File: config.mk
export PLATFORM = sky130hd
export DESIGN_NAME = wrf_regfile
export DESIGN_NICKNAME = d
export VERILOG_FILES = /design/src/rtl/wrf_pkg.sv /design/src/rtl/wrf_depth_ctrl.sv /design/src/rtl/wrf_bank_store.sv /design/src/rtl/wrf_read_port.sv /design/src/rtl/wrf_regfile.sv
export SDC_FILE = /design/constraint.sdc
export NUM_CORES = 1
export LEC_CHECK = 0
export BUFFER_PORTS_ARGS = -buffer_cell sky130_fd_sc_hd__buf_2
export CAP_MARGIN = 10
export CORE_ASPECT_RATIO = 0.5
export CORE_UTILIZATION = 50
export CTS_CLUSTER_SIZE = 14
export DETAILED_ROUTE_END_ITERATION = 8
export HOLD_SLACK_MARGIN = 0.02
export PLACE_DENSITY_LB_ADDON = 0.05
export SETUP_SLACK_MARGIN = 0.15
export SYNTH_ARGS = -nofsm -noshare
export SYNTH_HDL_FRONTEND = slang
export SYNTH_SLANG_ARGS = --single-unit
File: constraint.sdc
create_clock -name clk_i -period 4 [get_ports clk_i]
set_input_delay 0.6 -clock clk_i [delete_from_list [all_inputs] [get_ports clk_i]]
set_output_delay 0.6 -clock clk_i [all_outputs]
set_load 0.03 [all_outputs]
File: src/rtl/wrf_pkg.sv
package wrf_pkg;

    typedef enum logic [1:0] {
        LV_FLOOR,
        LV_MID,
        LV_CEIL
    } lvl_state_t;

    typedef enum logic [1:0] {
        RG_PRIV,
        RG_SHARED,
        RG_PARAM,
        RG_RESULT
    } reg_class_t;

    localparam int unsigned NUM_PRIV   = 7;
    localparam int unsigned NUM_SHARED = 3;
    localparam int unsigned NUM_PARAM  = 4;
    localparam int unsigned NUM_RESULT = 2;

    function automatic reg_class_t classify(input logic [3:0] rn);
        if (rn <= 4'd6)       return RG_PRIV;
        else if (rn <= 4'd9)  return RG_SHARED;
        else if (rn <= 4'd13) return RG_PARAM;
        else                  return RG_RESULT;
    endfunction

    // r7,r8,r9 -> slot 0,1,2 (low bits 11,00,01 plus one)
    function automatic logic [1:0] shared_slot(input logic [1:0] lo);
        return lo + 2'd1;
    endfunction

    // r10..r13 -> slot 0..3 (low bits 10,11,00,01 plus two)
    function automatic logic [1:0] param_slot(input logic [1:0] lo);
        return lo + 2'd2;
    endfunction

endpackage

File: src/rtl/wrf_depth_ctrl.sv
module wrf_depth_ctrl
    import wrf_pkg::*;
#(
    parameter int unsigned LEVELS = 4,
    parameter int unsigned DPW    = $clog2(LEVELS)
) (
    input  logic           clk_i,
    input  logic           rst_ni,
    input  logic           call_i,
    input  logic           ret_i,
    output logic [DPW-1:0] depth_o,
    output logic           ovf_o,
    output logic           unf_o,
    output logic           clash_o
);

    localparam logic [DPW-1:0] TOP = DPW'(LEVELS - 1);

    lvl_state_t     state_q, state_n;
    logic [DPW-1:0] depth_q, depth_n;
    logic           ovf_n, unf_n, clash_n;
    logic           step_up, step_dn;

    assign step_up = call_i & ~ret_i;
    assign step_dn = ret_i & ~call_i;

    always_comb begin
        depth_n = depth_q;
        ovf_n   = 1'b0;
        unf_n   = 1'b0;
        clash_n = call_i & ret_i;            // STROBE_CLASH
        unique case (state_q)
            LV_FLOOR: begin
                if (step_up)      depth_n = depth_q + DPW'(1);   // CALL_UP
                else if (step_dn) unf_n   = 1'b1;                // RET_UNDER
            end
            LV_MID: begin
                if (step_up)      depth_n = depth_q + DPW'(1);   // CALL_UP
                else if (step_dn) depth_n = depth_q - DPW'(1);   // RET_DOWN
            end
            LV_CEIL: begin
                if (step_up)      ovf_n   = 1'b1;                // CALL_OVER
                else if (step_dn) depth_n = depth_q - DPW'(1);   // RET_DOWN
            end
            default: depth_n = '0;
        endcase

        if (depth_n == '0)      state_n = LV_FLOOR;
        else if (depth_n == TOP) state_n = LV_CEIL;
        else                     state_n = LV_MID;
    end

    // state register
    always_ff @(posedge clk_i or negedge rst_ni) begin
        if (!rst_ni) begin
            state_q <= LV_FLOOR;
            depth_q <= '0;
        end else begin
            state_q <= state_n;
            depth_q <= depth_n;
        end
    end

    // output pulses
    always_ff @(posedge clk_i or negedge rst_ni) begin
        if (!rst_ni) begin
            ovf_o   <= 1'b0;
            unf_o   <= 1'b0;
            clash_o <= 1'b0;
        end else begin
            ovf_o   <= ovf_n;
            unf_o   <= unf_n;
            clash_o <= clash_n;
        end
    end

    assign depth_o = depth_q;

endmodule

File: src/rtl/wrf_bank_store.sv
module wrf_bank_store
    import wrf_pkg::*;
#(
    parameter int unsigned DW     = 16,
    parameter int unsigned LEVELS = 4,
    parameter int unsigned DPW    = $clog2(LEVELS)
) (
    input  logic                                        clk_i,
    input  logic                                        rst_ni,
    input  logic                                        we_i,
    input  logic [3:0]                                  waddr_i,
    input  logic [DW-1:0]                               wdata_i,
    input  logic [DPW-1:0]                              depth_i,
    output logic [LEVELS-1:0][NUM_PRIV-1:0][DW-1:0]     priv_o,
    output logic [NUM_SHARED-1:0][DW-1:0]               shared_o,
    output logic [LEVELS-1:0][NUM_PARAM-1:0][DW-1:0]    param_o,
    output logic [LEVELS-1:0][NUM_RESULT-1:0][DW-1:0]   result_o
);

    reg_class_t wclass;
    assign wclass = classify(waddr_i);

    for (genvar lv = 0; lv < LEVELS; lv++) begin : g_level
        logic [NUM_PRIV-1:0][DW-1:0]   priv_q;
        logic [NUM_PARAM-1:0][DW-1:0]  param_q;
        logic [NUM_RESULT-1:0][DW-1:0] result_q;
        logic                          sel;

        assign sel = we_i && (depth_i == DPW'(lv));

        always_ff @(posedge clk_i or negedge rst_ni) begin
            if (!rst_ni) begin
                priv_q   <= '0;
                param_q  <= '0;
                result_q <= '0;
            end else if (sel) begin
                unique case (wclass)
                    RG_PRIV:   priv_q[waddr_i[2:0]]              <= wdata_i;
                    RG_PARAM:  param_q[param_slot(waddr_i[1:0])] <= wdata_i;
                    RG_RESULT: result_q[waddr_i[0]]              <= wdata_i;
                    default: ;
                endcase
            end
        end

        assign priv_o[lv]   = priv_q;
        assign param_o[lv]  = param_q;
        assign result_o[lv] = result_q;
    end

    logic [NUM_SHARED-1:0][DW-1:0] shared_q;

    always_ff @(posedge clk_i or negedge rst_ni) begin
        if (!rst_ni) begin
            shared_q <= '0;
        end else if (we_i && wclass == RG_SHARED) begin
            shared_q[shared_slot(waddr_i[1:0])] <= wdata_i;
        end
    end

    assign shared_o = shared_q;

endmodule

File: src/rtl/wrf_read_port.sv
module wrf_read_port
    import wrf_pkg::*;
#(
    parameter int unsigned DW     = 16,
    parameter int unsigned LEVELS = 4,
    parameter int unsigned DPW    = $clog2(LEVELS)
) (
    input  logic [3:0]                                  raddr_i,
    input  logic [DPW-1:0]                              depth_i,
    input  logic [LEVELS-1:0][NUM_PRIV-1:0][DW-1:0]     priv_i,
    input  logic [NUM_SHARED-1:0][DW-1:0]               shared_i,
    input  logic [LEVELS-1:0][NUM_PARAM-1:0][DW-1:0]    param_i,
    input  logic [LEVELS-1:0][NUM_RESULT-1:0][DW-1:0]   result_i,
    output logic [DW-1:0]                               rdata_o
);

    localparam logic [DPW-1:0] TOP = DPW'(LEVELS - 1);

    logic [DPW-1:0] caller_lv, callee_lv;
    assign caller_lv = depth_i - DPW'(1);
    assign callee_lv = depth_i + DPW'(1);

    always_comb begin
        rdata_o = '0;
        unique case (classify(raddr_i))
            RG_PRIV:   rdata_o = priv_i[depth_i][raddr_i[2:0]];
            RG_SHARED: rdata_o = shared_i[shared_slot(raddr_i[1:0])];
            RG_PARAM:  if (depth_i != '0)
                           rdata_o = param_i[caller_lv][param_slot(raddr_i[1:0])];
            RG_RESULT: if (depth_i != TOP)
                           rdata_o = result_i[callee_lv][raddr_i[0]];
            default: ;
        endcase
    end

endmodule

File: src/rtl/wrf_regfile.sv
module wrf_regfile
    import wrf_pkg::*;
#(
    parameter  int unsigned DW     = 16,
    parameter  int unsigned LEVELS = 4,
    localparam int unsigned DPW    = $clog2(LEVELS)
) (
    input  logic           clk_i,
    input  logic           rst_ni,
    input  logic           call_i,
    input  logic           ret_i,
    input  logic           we_i,
    input  logic [3:0]     waddr_i,
    input  logic [DW-1:0]  wdata_i,
    input  logic [3:0]     ra_addr_i,
    output logic [DW-1:0]  ra_data_o,
    input  logic [3:0]     rb_addr_i,
    output logic [DW-1:0]  rb_data_o,
    output logic [DPW-1:0] depth_o,
    output logic           ovf_o,
    output logic           unf_o,
    output logic           clash_o
);

    localparam int unsigned NRD = 2;

    logic [DPW-1:0]                              depth;
    logic [LEVELS-1:0][NUM_PRIV-1:0][DW-1:0]     priv;
    logic [NUM_SHARED-1:0][DW-1:0]               shared;
    logic [LEVELS-1:0][NUM_PARAM-1:0][DW-1:0]    param;
    logic [LEVELS-1:0][NUM_RESULT-1:0][DW-1:0]   result;

    wrf_depth_ctrl #(.LEVELS(LEVELS), .DPW(DPW)) u_ctrl (
        .clk_i   (clk_i),
        .rst_ni  (rst_ni),
        .call_i  (call_i),
        .ret_i   (ret_i),
        .depth_o (depth),
        .ovf_o   (ovf_o),
        .unf_o   (unf_o),
        .clash_o (clash_o)
    );

    wrf_bank_store #(.DW(DW), .LEVELS(LEVELS), .DPW(DPW)) u_store (
        .clk_i    (clk_i),
        .rst_ni   (rst_ni),
        .we_i     (we_i),
        .waddr_i  (waddr_i),
        .wdata_i  (wdata_i),
        .depth_i  (depth),
        .priv_o   (priv),
        .shared_o (shared),
        .param_o  (param),
        .result_o (result)
    );

    logic [NRD-1:0][3:0]    rd_addr;
    logic [NRD-1:0][DW-1:0] rd_data;

    assign rd_addr[0] = ra_addr_i;
    assign rd_addr[1] = rb_addr_i;

    for (genvar p = 0; p < NRD; p++) begin : g_rd
        wrf_read_port #(.DW(DW), .LEVELS(LEVELS), .DPW(DPW)) u_port (
            .raddr_i  (rd_addr[p]),
            .depth_i  (depth),
            .priv_i   (priv),
            .shared_i (shared),
            .param_i  (param),
            .result_i (result),
            .rdata_o  (rd_data[p])
        );
    end

    assign ra_data_o = rd_data[0];
    assign rb_data_o = rd_data[1];
    assign depth_o   = depth;

endmodule

==> impl_metrics.tcl <==
set metrics [dict create \
    outcome "finished with violations" \
    violations "negative setup slack" \
    drive_gt1_share_pct 55.03 \
    dr_total_vias 29770 \
    cpMaxStageDelayCell "a311o_1" \
    fin_crit_sh_pct 102.6 \
    firstDrtPassIters 6 \
    ir_worst_vdd_mv 0.4788 \
    wirelength_um 153400 \
    io_pins 70 \
    die_h_um 213.5 \
    syn_avg_cell_area_um2 14.38 \
    worstReg2RegEnd "u_store.priv_o[292]" \
    hold_depth 2 \
    drt_iter0_markers 3439 \
    p_int_mw 26.14 \
    die_width_um 425.1 \
    clockBufferDepth 3 \
    pwr-share-clk_pct 20.6 \
    h-tree-depth 3 \
    synth_edf_count 0 \
    power.leakage_nw 23.35 \
    finalHoldViolCount 0 \
    setup_tns_ns -0.2731 \
    worst-path-max-fanout 15 \
    rsz0062_at_grt "yes" \
    ys_ff_latch 887 \
    syn_to_final_growth_pct 15.79 \
    dp_hpwl_um 96060 \
    reg2reg_depth 7 \
    maxSlewViolCount 0 \
    syn_inst 3111 \
    cp_data_required_time_ns 3.40 \
    synth_area_leaders "dfrtp_1, mux2_2, mux4_2" \
    combPwrFrac_pct 43.7 \
    setup_violations 8 \
    start_util_pct 50.59 \
    cp_cell_sequence "clkinv_4 > buf_12 > ha_4 > buf_12 > buf_16 > buf_6 > mux4_2 > mux2i_2 > o22ai_4 > a311o_1 > buf_6" \
    timing.hold.ws_ns 0.2051 \
    grt_pass1_vias 29690 \
    wl_per_cell_um 34.35 \
    fin_ws_ns -0.1045 \
    hold_class "in -> reg" \
    cp.arrival_ns 3.50 \
    grt_antenna_before_repair 12 \
    holdCritStartpoint "call_i" \
    grt_usage_pct 34.14 \
    p_per_area_mw_per_mm2 775.3 \
    pre_cts_ws_ns 0.1825 \
    grt_max_degree 90 \
    r2r-start "u_ctrl.depth_o[0]" \
    nNetsFinal 3248 \
    rows 77 \
    grt_pass1_wl_um 220100 \
    switching_share_pct 34.92 \
    dieArea_mm2 0.09076 \
    cts_root_buffer "clkbuf_16" \
    yosys.area.top_type_share_pct 49.61 \
    worstHoldEndpoint "u_ctrl.unf_o" \
    yosysUniqueCellTypes 62 \
    cts_tree "done" \
    power.total_mw 40.17 \
    max_freq_mhz 243.6 \
    synth_top_area_cell "dfrtp_1" \
    clk_pin_slew_worst_paths_ns 0.06 \
    antenna_left 0 \
    utilization_pct 58.58 \
    yosys_warnings 0 \
    switchingPower_mw 14.03 \
    drv_cap 0 \
    worstSetupStartpointType "flop" \
    synth_nets 3153 \
    ys_seq_area_share_pct 49.61 \
    slew_headroom_pct 9.946 \
    cts_made_buffers 84 \
    core-area_mm2 0.08844 \
    pwr-share-seq_pct 35.7 \
    fin_worst_skew_ns 0.02582 \
    port_buffers 69 \
    period_needed_ns 4.105 \
    critPathCaptureType "output pin" \
    grt_overflow 0 \
    slowest_delay_ns 0.46 \
    rrSetupSlack_ns 0.66 \
    async_flop_share_pct 100.0 \
    ys.flop_type "dfrtp_1" \
    drcViolationCount 0 \
    syn-cell-area_mm2 0.04475 \
    gp_congestion 0.9596 \
    tightest_slew_ns 1.346 \
    viasPerCell 6.668 \
    numClockSinks 887 \
    critPathKind "reg -> out" \
    insertion_delay_ns 0.71 \
]
cell type report:
type	instances	area, µm²
clock inverters	25	282.8
well taps	1185	1483
flip-flops and latches	887	22200
multi-input cells	1916	22010
inverters	7	32.53
clock buffers	126	2452
diodes	9	22.52
repair buffers	310	3318
fillers	7080	36630
cells by family (layout without fill, tap and decap cells):
| group | after synthesis | in the layout | share of synthesized area, % |
|---|---|---|---|
| flip-flops | 887 | 887 | 49.61 |
| other | 0 | 9 | 0 |
| AO/OA/AOI/OAI | 341 | 341 | 5.386 |
| AND/OR/NAND/NOR | 256 | 257 | 3.003 |
| buffers and inverters | 309 | 468 | 3.397 |
| multiplexers | 1307 | 1307 | 38.32 |
| XOR/XNOR | 2 | 2 | 0.03915 |
| adder cells (fa/ha/maj) | 9 | 9 | 0.2517 |
routing by layer:
layer | up-vias | share of wire (%) | routed length, µm | track usage (%)
li1 | 11970 | - | - | -
met1 | 16120 | 45 | 68630 | 50.81
met2 | 1379 | 42 | 64660 | 48.01
met3 | 298 | 9.7 | 14810 | 9.709
met4 | 8 | 3.4 | 5199 | 11.04
met5 | - | 0.040 | 61 | 0
through the flow:
step / std cells / area, µm²
after floorplan: 3111 / 44770
after global placement: 4231 / 46710
after detailed placement: 4231 / 46710
after CTS: 4425 / 51100
after global routing: 4460 / 51800
final: 4465 / 51810
critical path, delay by kind of cell (launching register included):
family | cells | cell delay (ns)
adders and majority gates | 1 | 0.27
AOI/OAI and AO/OA | 2 | 0.63
DFF | 1 | 0.43
muxes | 2 | 0.60
buffers and inverters | 6 | 0.83
synth_stat cells (all sizes together), types with 3 or more instances:
| library cell | number |
|---|---|
| mux2 | 897 |
| dfrtp | 887 |
| mux4 | 235 |
| mux2i | 175 |
| buf | 161 |
| clkbuf | 141 |
| a22oi | 123 |
| nand2 | 109 |
| a21oi | 77 |
| nor2 | 71 |
| o22ai | 35 |
| o211ai | 25 |
| nand3 | 17 |
| a211o | 14 |
| a221oi | 13 |
| nor3 | 13 |
| o221ai | 13 |
| a311o | 12 |
| nor2b | 12 |
| and2 | 9 |
| ha | 9 |
| o21ai | 8 |
| a31oi | 4 |
| and3 | 4 |
| inv | 4 |
| or3 | 4 |
| a21o | 3 |
| clkinv | 3 |
| nor3b | 3 |
| nor4 | 3 |
| or2 | 3 |
placed cells by master, fill, tap and decap left out, types with 29 or more instances in the layout:
master	instances
nand2_1	80
clkbuf_16	93
dfrtp_1	885
a21oi_1	50
nand2_2	29
nor2_1	45
mux4_2	235
buf_2	40
a22oi_2	54
mux2_2	884
a22oi_1	69
mux2i_1	140
buf_6	32
buf_4	178
power groups by stage:
stage | Clock [mW] | Sequential (mW) | Combinational [mW]
2_1_floorplan | 0 | 13.8 | 10.4
3_3_place_gp | 0 | 14.3 | 14.0
3_5_place_dp | 0 | 14.4 | 14.2
4_1_cts | 8.38 | 14.3 | 16.5
5_1_grt | 8.74 | 14.8 | 18.3
6_report | 8.26 | 14.4 | 17.6
worst max-delay path by stage:
stage	start	endpoint	slack (ns)
after detailed placement	u_ctrl.depth_o[1]	rb_data_o[4]	0.18
final	u_ctrl.depth_o[1]	ra_data_o[4]	-0.10
after global placement	u_ctrl.depth_o[1]	rb_data_o[4]	0.18
after CTS	u_ctrl.depth_o[1]	ra_data_o[9]	-0.07
after global routing	u_ctrl.depth_o[1]	ra_data_o[4]	-0.13
after floorplan	u_ctrl.depth_o[0]	ra_data_o[2]	0.21
registers in the layout, indices dropped and copies added (netlist names):
name and cells:
u_ctrl.ovf_o 1, u_store.result_o 128, u_store.param_o 256, u_ctrl.clash_o 1, u_store.shared_o 48, u_store.priv_o 448
u_ctrl.state_q 2, u_ctrl.depth_o 2, u_ctrl.unf_o 1
timing repair:
item / CTS / global route
resized for setup: 212 / 65
hold buffers: 1 / 0
endpoints found under the setup margin: 32 / 32
cloned: 16 / 8
setup buffers: 26 / 23
endpoints found under the hold margin: 18 / 0
pin swaps: 50 / 42
Power figures use the tool's default switching activity.
